[src/rtl/dbg_win_pkg.sv]
package dbg_win_pkg;
  localparam int OFS_CTL = 'h20;
  localparam int OFS_HI  = 'h29;
  localparam int OFS_MID = 'h2A;
  localparam int OFS_LOW = 'h2B;

  typedef enum logic [1:0] {
    FLD_NONE = 2'd0,
    FLD_HI   = 2'd1,
    FLD_MID  = 2'd2,
    FLD_LOW  = 2'd3
  } fld_e;
endpackage

[src/rtl/dbg_win_decode.sv]
module dbg_win_decode
  import dbg_win_pkg::*;
#(
  parameter int REG_AW = 8
) (
  input  logic              reg_en_i,
  input  logic              reg_we_i,
  input  logic [REG_AW-1:0] reg_addr_i,
  output logic              ctl_wr_o,
  output logic              cmp_wr_o,
  output logic              rd_o,
  output logic              ctl_sel_o,
  output fld_e              fld_o
);
  always_comb begin
    unique case (int'(reg_addr_i))
      OFS_HI:  fld_o = FLD_HI;
      OFS_MID: fld_o = FLD_MID;
      OFS_LOW: fld_o = FLD_LOW;
      default: fld_o = FLD_NONE;
    endcase
  end

  assign ctl_sel_o = (int'(reg_addr_i) == OFS_CTL);
  assign ctl_wr_o  = reg_en_i && reg_we_i && ctl_sel_o;
  assign cmp_wr_o  = reg_en_i && reg_we_i && (fld_o != FLD_NONE);
  assign rd_o      = reg_en_i && !reg_we_i;
endmodule

[src/rtl/dbg_cmp_bank.sv]
module dbg_cmp_bank
  import dbg_win_pkg::*;
#(
  parameter int NUM_CMP = 3,
  parameter int CMP_AW  = 18,
  parameter int SEL_W   = 2
) (
  input  logic                            clk_i,
  input  logic                            rst_ni,
  input  logic                            armed_i,
  input  logic                            wr_i,
  input  logic [SEL_W-1:0]                wr_idx_i,
  input  fld_e                            fld_i,
  input  logic [7:0]                      wdata_i,
  output logic [NUM_CMP-1:0][CMP_AW-1:0]  cmp_addr_o
);
  localparam int HI_W = CMP_AW - 16;

  logic wr_ok;
  assign wr_ok = wr_i && !armed_i;

  for (genvar g = 0; g < NUM_CMP; g++) begin : g_cmp
    logic hit;
    assign hit = wr_ok && (wr_idx_i == SEL_W'(g));

    always_ff @(posedge clk_i or negedge rst_ni) begin
      if (!rst_ni) begin
        cmp_addr_o[g] <= '0;
      end else if (hit) begin
        case (fld_i)
          FLD_HI:  cmp_addr_o[g][CMP_AW-1:16] <= wdata_i[HI_W-1:0];
          FLD_MID: cmp_addr_o[g][15:8]        <= wdata_i;
          FLD_LOW: cmp_addr_o[g][7:0]         <= wdata_i;
          default: ;
        endcase
      end
    end
  end

  AST_ARMED_HOLD: assert property (@(posedge clk_i) disable iff (!rst_ni)
    armed_i |=> $stable(cmp_addr_o));

  AST_EMPTY_BANK_HOLD: assert property (@(posedge clk_i) disable iff (!rst_ni)
    (int'(wr_idx_i) >= NUM_CMP) |=> $stable(cmp_addr_o));
endmodule

[src/rtl/dbg_cmp_match.sv]
module dbg_cmp_match #(
  parameter int NUM_CMP = 3,
  parameter int CMP_AW  = 18
) (
  input  logic                            clk_i,
  input  logic                            rst_ni,
  input  logic                            cpu_valid_i,
  input  logic [CMP_AW-1:0]               cpu_addr_i,
  input  logic [NUM_CMP-1:0][CMP_AW-1:0]  cmp_addr_i,
  output logic [NUM_CMP-1:0]              match_o
);
  for (genvar g = 0; g < NUM_CMP; g++) begin : g_m
    always_ff @(posedge clk_i or negedge rst_ni) begin
      if (!rst_ni) match_o[g] <= 1'b0;
      else         match_o[g] <= cpu_valid_i && (cpu_addr_i == cmp_addr_i[g]);
    end
  end

  AST_MATCH_NEEDS_VALID: assert property (@(posedge clk_i) disable iff (!rst_ni)
    !cpu_valid_i |=> (match_o == '0));
endmodule

[src/rtl/dbg_cmp_window.sv]
module dbg_cmp_window
  import dbg_win_pkg::*;
#(
  parameter int NUM_CMP = 3,
  parameter int CMP_AW  = 18,
  parameter int REG_AW  = 8
) (
  input  logic              clk_i,
  input  logic              rst_ni,
  input  logic              armed_i,
  input  logic              reg_en_i,
  input  logic              reg_we_i,
  input  logic [REG_AW-1:0] reg_addr_i,
  input  logic [7:0]        reg_wdata_i,
  output logic [7:0]        reg_rdata_o,
  input  logic              cpu_valid_i,
  input  logic [CMP_AW-1:0] cpu_addr_i,
  output logic [NUM_CMP-1:0] match_o
);
  localparam int SEL_W = $clog2(NUM_CMP + 1);
  localparam int HI_W  = CMP_AW - 16;

  logic ctl_wr, cmp_wr, rd, ctl_sel;
  fld_e fld;
  logic [SEL_W-1:0] sel_q;
  logic [NUM_CMP-1:0][CMP_AW-1:0] cmp_addr;
  logic [CMP_AW-1:0] vis_addr;
  logic              vis_ok;
  logic [7:0]        rd_next;

  dbg_win_decode #(.REG_AW(REG_AW)) u_dec (
    .reg_en_i   (reg_en_i),
    .reg_we_i   (reg_we_i),
    .reg_addr_i (reg_addr_i),
    .ctl_wr_o   (ctl_wr),
    .cmp_wr_o   (cmp_wr),
    .rd_o       (rd),
    .ctl_sel_o  (ctl_sel),
    .fld_o      (fld)
  );

  // bank select; writable regardless of armed state
  always_ff @(posedge clk_i or negedge rst_ni) begin
    if (!rst_ni)     sel_q <= '0;
    else if (ctl_wr) sel_q <= reg_wdata_i[SEL_W-1:0];
  end

  dbg_cmp_bank #(.NUM_CMP(NUM_CMP), .CMP_AW(CMP_AW), .SEL_W(SEL_W)) u_bank (
    .clk_i      (clk_i),
    .rst_ni     (rst_ni),
    .armed_i    (armed_i),
    .wr_i       (cmp_wr),
    .wr_idx_i   (sel_q),
    .fld_i      (fld),
    .wdata_i    (reg_wdata_i),
    .cmp_addr_o (cmp_addr)
  );

  dbg_cmp_match #(.NUM_CMP(NUM_CMP), .CMP_AW(CMP_AW)) u_match (
    .clk_i       (clk_i),
    .rst_ni      (rst_ni),
    .cpu_valid_i (cpu_valid_i),
    .cpu_addr_i  (cpu_addr_i),
    .cmp_addr_i  (cmp_addr),
    .match_o     (match_o)
  );

  always_comb begin
    vis_addr = '0;
    vis_ok   = 1'b0;
    for (int i = 0; i < NUM_CMP; i++) begin
      if (sel_q == SEL_W'(i)) begin
        vis_addr = cmp_addr[i];
        vis_ok   = 1'b1;
      end
    end
  end

  always_comb begin
    rd_next = '0;
    if (ctl_sel) begin
      rd_next[SEL_W-1:0] = sel_q;
    end else if (vis_ok) begin
      case (fld)
        FLD_HI:  rd_next[HI_W-1:0] = vis_addr[CMP_AW-1:16];
        FLD_MID: rd_next = vis_addr[15:8];
        FLD_LOW: rd_next = vis_addr[7:0];
        default: rd_next = '0;
      endcase
    end
  end

  always_ff @(posedge clk_i or negedge rst_ni) begin
    if (!rst_ni)  reg_rdata_o <= '0;
    else if (rd)  reg_rdata_o <= rd_next;
  end

  AST_RDATA_HOLD: assert property (@(posedge clk_i) disable iff (!rst_ni)
    !rd |=> $stable(reg_rdata_o));

  AST_HI_PAD_ZERO: assert property (@(posedge clk_i) disable iff (!rst_ni)
    (rd && int'(reg_addr_i) == OFS_HI) |=> (reg_rdata_o[7:HI_W] == '0));

  AST_CTL_PAD_ZERO: assert property (@(posedge clk_i) disable iff (!rst_ni)
    (rd && int'(reg_addr_i) == OFS_CTL) |=> (reg_rdata_o[7:SEL_W] == '0));

  AST_EMPTY_READ_ZERO: assert property (@(posedge clk_i) disable iff (!rst_ni)
    (rd && int'(sel_q) >= NUM_CMP && int'(reg_addr_i) != OFS_CTL)
      |=> (reg_rdata_o == '0));
endmodule

[config.mk]
export PLATFORM = sky130hd
export DESIGN_NAME = dbg_cmp_window
export DESIGN_NICKNAME = d
export VERILOG_FILES = /design/src/rtl/dbg_win_pkg.sv /design/src/rtl/dbg_win_decode.sv /design/src/rtl/dbg_cmp_bank.sv /design/src/rtl/dbg_cmp_match.sv /design/src/rtl/dbg_cmp_window.sv
export SDC_FILE = /design/constraint.sdc
export NUM_CORES = 1
export LEC_CHECK = 0
export CAP_MARGIN = 10
export CORE_ASPECT_RATIO = 1.4
export CORE_UTILIZATION = 55
export DETAILED_ROUTE_END_ITERATION = 8
export HOLD_SLACK_MARGIN = 0.02
export PLACE_DENSITY = 0.8
export SYNTH_ARGS = -nofsm -noshare
export SYNTH_HDL_FRONTEND = slang
export SYNTH_SLANG_ARGS = --single-unit
[constraint.sdc]
create_clock -name clk_i -period 3.4 [get_ports clk_i]
set_input_delay 0.68 -clock clk_i [delete_from_list [all_inputs] [get_ports clk_i]]
set_output_delay 0.68 -clock clk_i [all_outputs]
set_load 0.02 [all_outputs]
# Word level (Yosys, flattened, before mapping)
# Index checks and enable logic that the tools add are counted.
# W data, S select, Z words.
# totals
regBits	67
in_bits	40
output_inout_bits	11
wordCells	62
# classes
n_eq_ne	12
muxes	12
n_reduce_logical	24
# ops
cell	count
$eq A18 B18 Y1	3
$mux W18	3
$eq A8 B6 Y1 const B	3
$reduce_and A2 Y1	9
$pmux W2 S3	2
$pmux W6 S2	1
$logic_and A1 B1 Y1	11
$eq A8 B7 Y1 const B	1
$mux W8	1
$eq A2 B2 Y1 const B	3
$mux W6	1
$eq A2 B1 Y1 const B	2
$mux W1	3
$logic_not A1 Y1	2
$logic_not A2 Y1	1
$mux W2	1
$reduce_bool A2 Y1	1

# Longest topological paths before layout
# depth
ltp_word	7
mapped_depth	6

# Cells and area by module
# A second synthesis with hierarchy kept.
# hier_totals
hier_cells	318
hier_area_um2	3838.7
# modules_own_cells
mod	n_inst	cells_per_inst	area_per_inst_um2
dbg_cmp_bank	1	125	2097.0
dbg_cmp_window	1	106	964.7
dbg_cmp_match	1	75	683.2
dbg_win_decode	1	12	93.8

# Least setup slack after synthesis
# OpenSTA, ideal clock, no wires.
# synth_path
kind	input-to-reg
startpoint	input reg_addr_i[2]
endpoint	register u_bank.cmp_addr_o[16] in the netlist's numbering
setup_time_ns	0.125
t_arrival_ns	2.455
slack_ns	0.820
cell_stages	4
n_path_buf	0
cell_sequence	or4b_4 > or4b_4 > nor3b_1 > mux2_2
# synth_between
elab_chain_len	7
elab_cells_between_ends	10
# synth_lines
element	line_no	source
start, declared	dbg_cmp_window.sv:13	input logic [REG_AW-1:0] reg_addr_i,
$eq A8 B6 Y1	dbg_win_decode.sv:16	unique case (int'(reg_addr_i))
$pmux W2 S3 *	dbg_win_decode.sv:16	
$reduce_bool A2 Y1	dbg_win_decode.sv:26	assign cmp_wr_o = reg_en_i && reg_we_i && (fld_o != FLD_NONE);
$logic_and A1 B1 Y1	dbg_win_decode.sv:26	
$logic_and A1 B1 Y1	dbg_cmp_bank.sv:20	assign wr_ok = wr_i && !armed_i;
$logic_and A1 B1 Y1	dbg_cmp_bank.sv:24	assign hit = wr_ok && (wr_idx_i == SEL_W'(g));
$reduce_and A2 Y1 (no source line) *	--	
end signal, assigned by index	dbg_cmp_bank.sv:31	FLD_HI: cmp_addr_o[g][CMP_AW-1:16] <= wdata_i[HI_W-1:0];
end signal, assigned by index	dbg_cmp_bank.sv:32	FLD_MID: cmp_addr_o[g][15:8] <= wdata_i;
end signal, assigned by index	dbg_cmp_bank.sv:33	FLD_LOW: cmp_addr_o[g][7:0] <= wdata_i;
end, declared	dbg_cmp_bank.sv:15	output logic [NUM_CMP-1:0][CMP_AW-1:0] cmp_addr_o
# Mark *: on every way between the ends. The rest lies on a longest branch, timed or not.
# A chain may end at the register's enable or synchronous reset.

# Worst setup path after layout
# layout_path
startpoint	input reg_addr_i[2]
endpoint	register u_bank.cmp_addr_o[12] in the netlist's numbering
# The elaborated chain is that of the path after synthesis.

==> run summary <==
Setup violations remaining at the end of the flow were counted as 0. Prior to clock tree synthesis, the placed netlist has a worst setup slack of 0.2108 ns. The tools report the total global-route track usage as 30.07%.

STA classifies the critical path startpoint as an input pin. For this design, the slowest cell found on the critical path is or4b_4. The number of antenna violations at the first check in global routing was 0. For this run, the number of Yosys warnings is 0. The first global-routing pass estimated 15.26 mm of wire. The clock-pin slew of the registers on the worst-case setup and hold paths is 0.07 ns, and the headroom to the max-slew limit is 35.25%. The logs give 34 for the number of placement rows and 0 for the number of endpoints with negative hold slack in the final report. IR analysis of the VDD net gives a maximum drop of 278.5 µV. The die area was 0.006970 mm². After clock tree synthesis, the repair step resized 0 gates. The count of clock tree sinks was 67.

The root buffer cell is clkbuf_8. The remaining global-route overflow is 0. For the sequential power share, the log shows 51.2%.

The chip width is 70.85 µm, and the remaining antenna violation count is 0. The die extent in y is 98.39 µm, and the net switching component of the power is 0.0003903 W. The distinct cell type count after synthesis is 36, and the final worst-path setup slack is 0.5597 ns. The sum of buffers and inverters on the critical path was 1. Input and output buffers added on the ports amount to 50. The synthesized design contains 67 register bits. At the worst endpoint, the required time is 3.63 ns. The run gives 2690 as the number of vias in the routed layout. HPWL reported at the end of detailed placement: 6.724 mm. The initial utilization of the core area, before any placement, comes to 57.97%.

The number of design-rule violations left by the first detailed-router iteration was 266; the number of global-route vias before repair was 2832. The total count of max-transition violations in the final report is 0, and the number of nets at the end of the flow is 396. The logs give 43 for the largest net degree at the start of global routing and 45.94% for the sequential area share after synthesis. The region available for standard cell placement spans 0.006296 mm².

The post-synthesis to final-layout area growth is 21.36%. At the end of routability-driven placement, the weighted congestion stood at 0.9628. The final standard cell utilization of the core is 70.35%, and the minimum clock period is 2.840 ns. Number of placed I/O pins: 51.

The critical path goes through clkdlybuf4s50_1 -> or4b_4 -> or4b_4 -> nor3_4 -> mux2_2. The share of total power dissipated in combinational logic is 11.4%. Kind of critical path: input pin to register. Using the TritonRoute via totals, the vias-per-cell ratio works out to 6.212.

Along the worst path, the maximum fanout reaches 8. The worst hold path belongs to the class input pin to asynchronous set/reset pin. TritonCTS built the clock tree. For this design the static power due to leakage is 1.907 nW. The number of antenna repair diodes is 0, and the CTS buffer count is 9.

The tools report the number of H-tree levels as 3. The tools report the remaining routing DRC violations as 10. The worst-margin pin slew was 0.9713 ns; the ratio of total power to cell area was 357.9 mW/mm². The cell area that synthesis handed to floorplanning was 0.003650 mm².

The worst setup path is captured at a register. The portion of the clock cycle consumed by the worst path in the final layout works out to 83.54%. On the critical path the largest part of the delay comes from simple AND/OR/NAND/NOR gates.

For the synthesized instance count, the log shows 296. For this run, the slowest stage of the critical path takes 0.60 ns. The post-CTS setup buffer count was 0. The cell-internal power is 0.001195 W. Summed over all layers, the routed wires come to 9.540 mm. Timing would allow up to 0.3521 GHz.

The flow ran to the end, but the final reports show violations. After detailed routing, the average wire length per cell comes to 22.03 µm. The tools report the max-capacitance violation count as 0. The run gives 37.4% as the relative contribution of the clock network to total power.

Of the total power, the share spent switching nets is 24.62%. Synthesis produced a netlist with a net count of 336. The run gives 6 as the iteration count of the initial detailed-routing pass. Each instance of the synthesized netlist takes up on average 12.33 µm². In the final layout, the share of cells above drive strength 1 is 26.59%. After routing, the total negative slack on setup checks comes to 0 ns. No sink is reached through more buffers than the 2 on the longest clock path. The final reports fail on design-rule violations. The tools report the arrival time of the worst setup path as 3.07 ns.

Hold repair after CTS inserted 0 buffers. On the final layout, the worst clock skew is 0.01148 ns. The run gives 497 as the filler cell count in the final layout.

Setup repair after global routing left no endpoint under its margin. Latest clock arrival within the worst-skew pair: 0.35 ns. The most numerous cell type found on the critical path is or4b_4.
==> metrics by stage <==
step	std cells	total power, W	hold slack, ns	area (µm²)
2_1_floorplan	296	0.0008981	0.3844	3650
4_1_cts	433	0.001594	0.5060	4429
3_3_place_gp	417	0.001003	0.4789	4257
6_report	433	0.001585	0.4833	4429
3_5_place_dp	417	0.001006	0.4944	4257
5_1_grt	433	0.001637	0.5183	4429
==> cell type report <==
cell class	instances	area, µm²	share of cell area [%]
Multi-Input combinational cell	215	1904	42.99
Sequential cell	67	1677	37.85
Timing Repair Buffer	61	578.1	13.05
Clock buffer	14	162.7	3.672
Tap cell	72	90.09	2.034
Clock inverter	2	10.01	0.2260
Inverter	2	7.507	0.1695
==> synth_stat cells <==
library cell,instances,area share (%)
a21oi_1,1,0.14
a221o_1,10,2.7
a31oi_1,1,0.17
a32o_1,6,1.6
a32oi_1,1,0.24
a41oi_1,1,0.24
and2_1,1,0.17
and3_1,2,0.34
buf_2,3,0.41
clkbuf_1,6,0.62
clkbuf_2,2,0.27
clkbuf_8,1,0.38
clkinv_1,1,0.10
dfrtp_1,67,46
inv_1,1,0.10
mux2_2,66,20
mux2i_1,8,2.2
nand2_1,12,1.2
nand2b_1,2,0.34
nand3_1,1,0.14
nand3b_1,1,0.21
nand4_1,14,2.4
nor2_1,7,0.72
nor2_2,1,0.17
nor2b_1,4,0.69
nor3_4,1,0.45
nor3b_1,1,0.21
nor4_1,4,0.69
nor4b_1,1,0.24
o211ai_1,7,1.4
o2bb2ai_1,1,0.24
or2b_2,1,0.24
or4_1,4,0.82
or4b_4,2,0.75
xnor2_1,45,11
xor2_1,9,2.2
==> path summary, 6_finish.rpt <==
path | from | endpoint | slack (ns) | cells after the start
setup / recovery | reg_addr_i[2] | u_bank.cmp_addr_o[12] | 0.56 | 5
hold / removal | rst_ni | u_match.match_o[1] | 0.48 | 1
setup reg to reg | sel_q[1] | u_bank.cmp_addr_o[41] | 0.97 | 5
hold reg to reg | reg_rdata_o[4] | reg_rdata_o[4] | 0.51 | 1
max in group asynchronous | rst_ni | u_bank.cmp_addr_o[12] | 2.15 | 2
min in group clk_i | reg_rdata_o[4] | reg_rdata_o[4] | 0.51 | 1
==> power by group through the flow <==
stage,clock network (W),registers (W),logic [W]
3_3_place_gp,0,0.000826,0.000177
3_5_place_dp,0,0.000826,0.000179
2_1_floorplan,0,0.000827,0.0000709
6_report,0.000594,0.000812,0.000180
4_1_cts,0.000602,0.000811,0.000181
5_1_grt,0.000631,0.000812,0.000195
==> placed cells by master (no fill, tap or decap), types with 2 or more instances in the layout <==
cell type	count
a221o_1	10
a32o_1	6
and3_1	2
buf_4	11
clkbuf_1	3
clkbuf_8	11
clkdlybuf4s50_1	49
clkinv_2	2
dfrtp_1	67
mux2_2	66
mux2i_1	8
nand2_1	12
nand2b_1	2
nand4_1	14
nor2_1	7
nor2b_1	4
nor4_1	4
o211ai_1	7
or4_1	4
or4b_4	2
xnor2_1	45
xor2_1	9
==> state kept, by name, summed over array words and instances (netlist names) <==
signal and flops:
u_match.match_o 3, u_bank.cmp_addr_o 54, reg_rdata_o 8, sel_q 2
==> per-layer routing <==
metal | global-route usage [%] | wire, µm | vias up | share of wire (%)
li1 | - | - | 1217 | -
met1 | 36.34 | 3759 | 1340 | 39
met2 | 49.04 | 4843 | 102 | 51
met3 | 6.605 | 591 | 31 | 6.2
met4 | 17.69 | 346 | 0 | 3.6
met5 | 0 | 0 | - | 0
==> logic make-up after synthesis <==
kind of cell | Yosys count | synth area share [%]
simple gates | 59 | 9.805
buf+inv | 14 | 1.885
mux | 74 | 22.56
compound gates | 28 | 6.857
flops | 67 | 45.94
xor+xnor | 54 | 12.96
(Power assumes the default switching activity.)
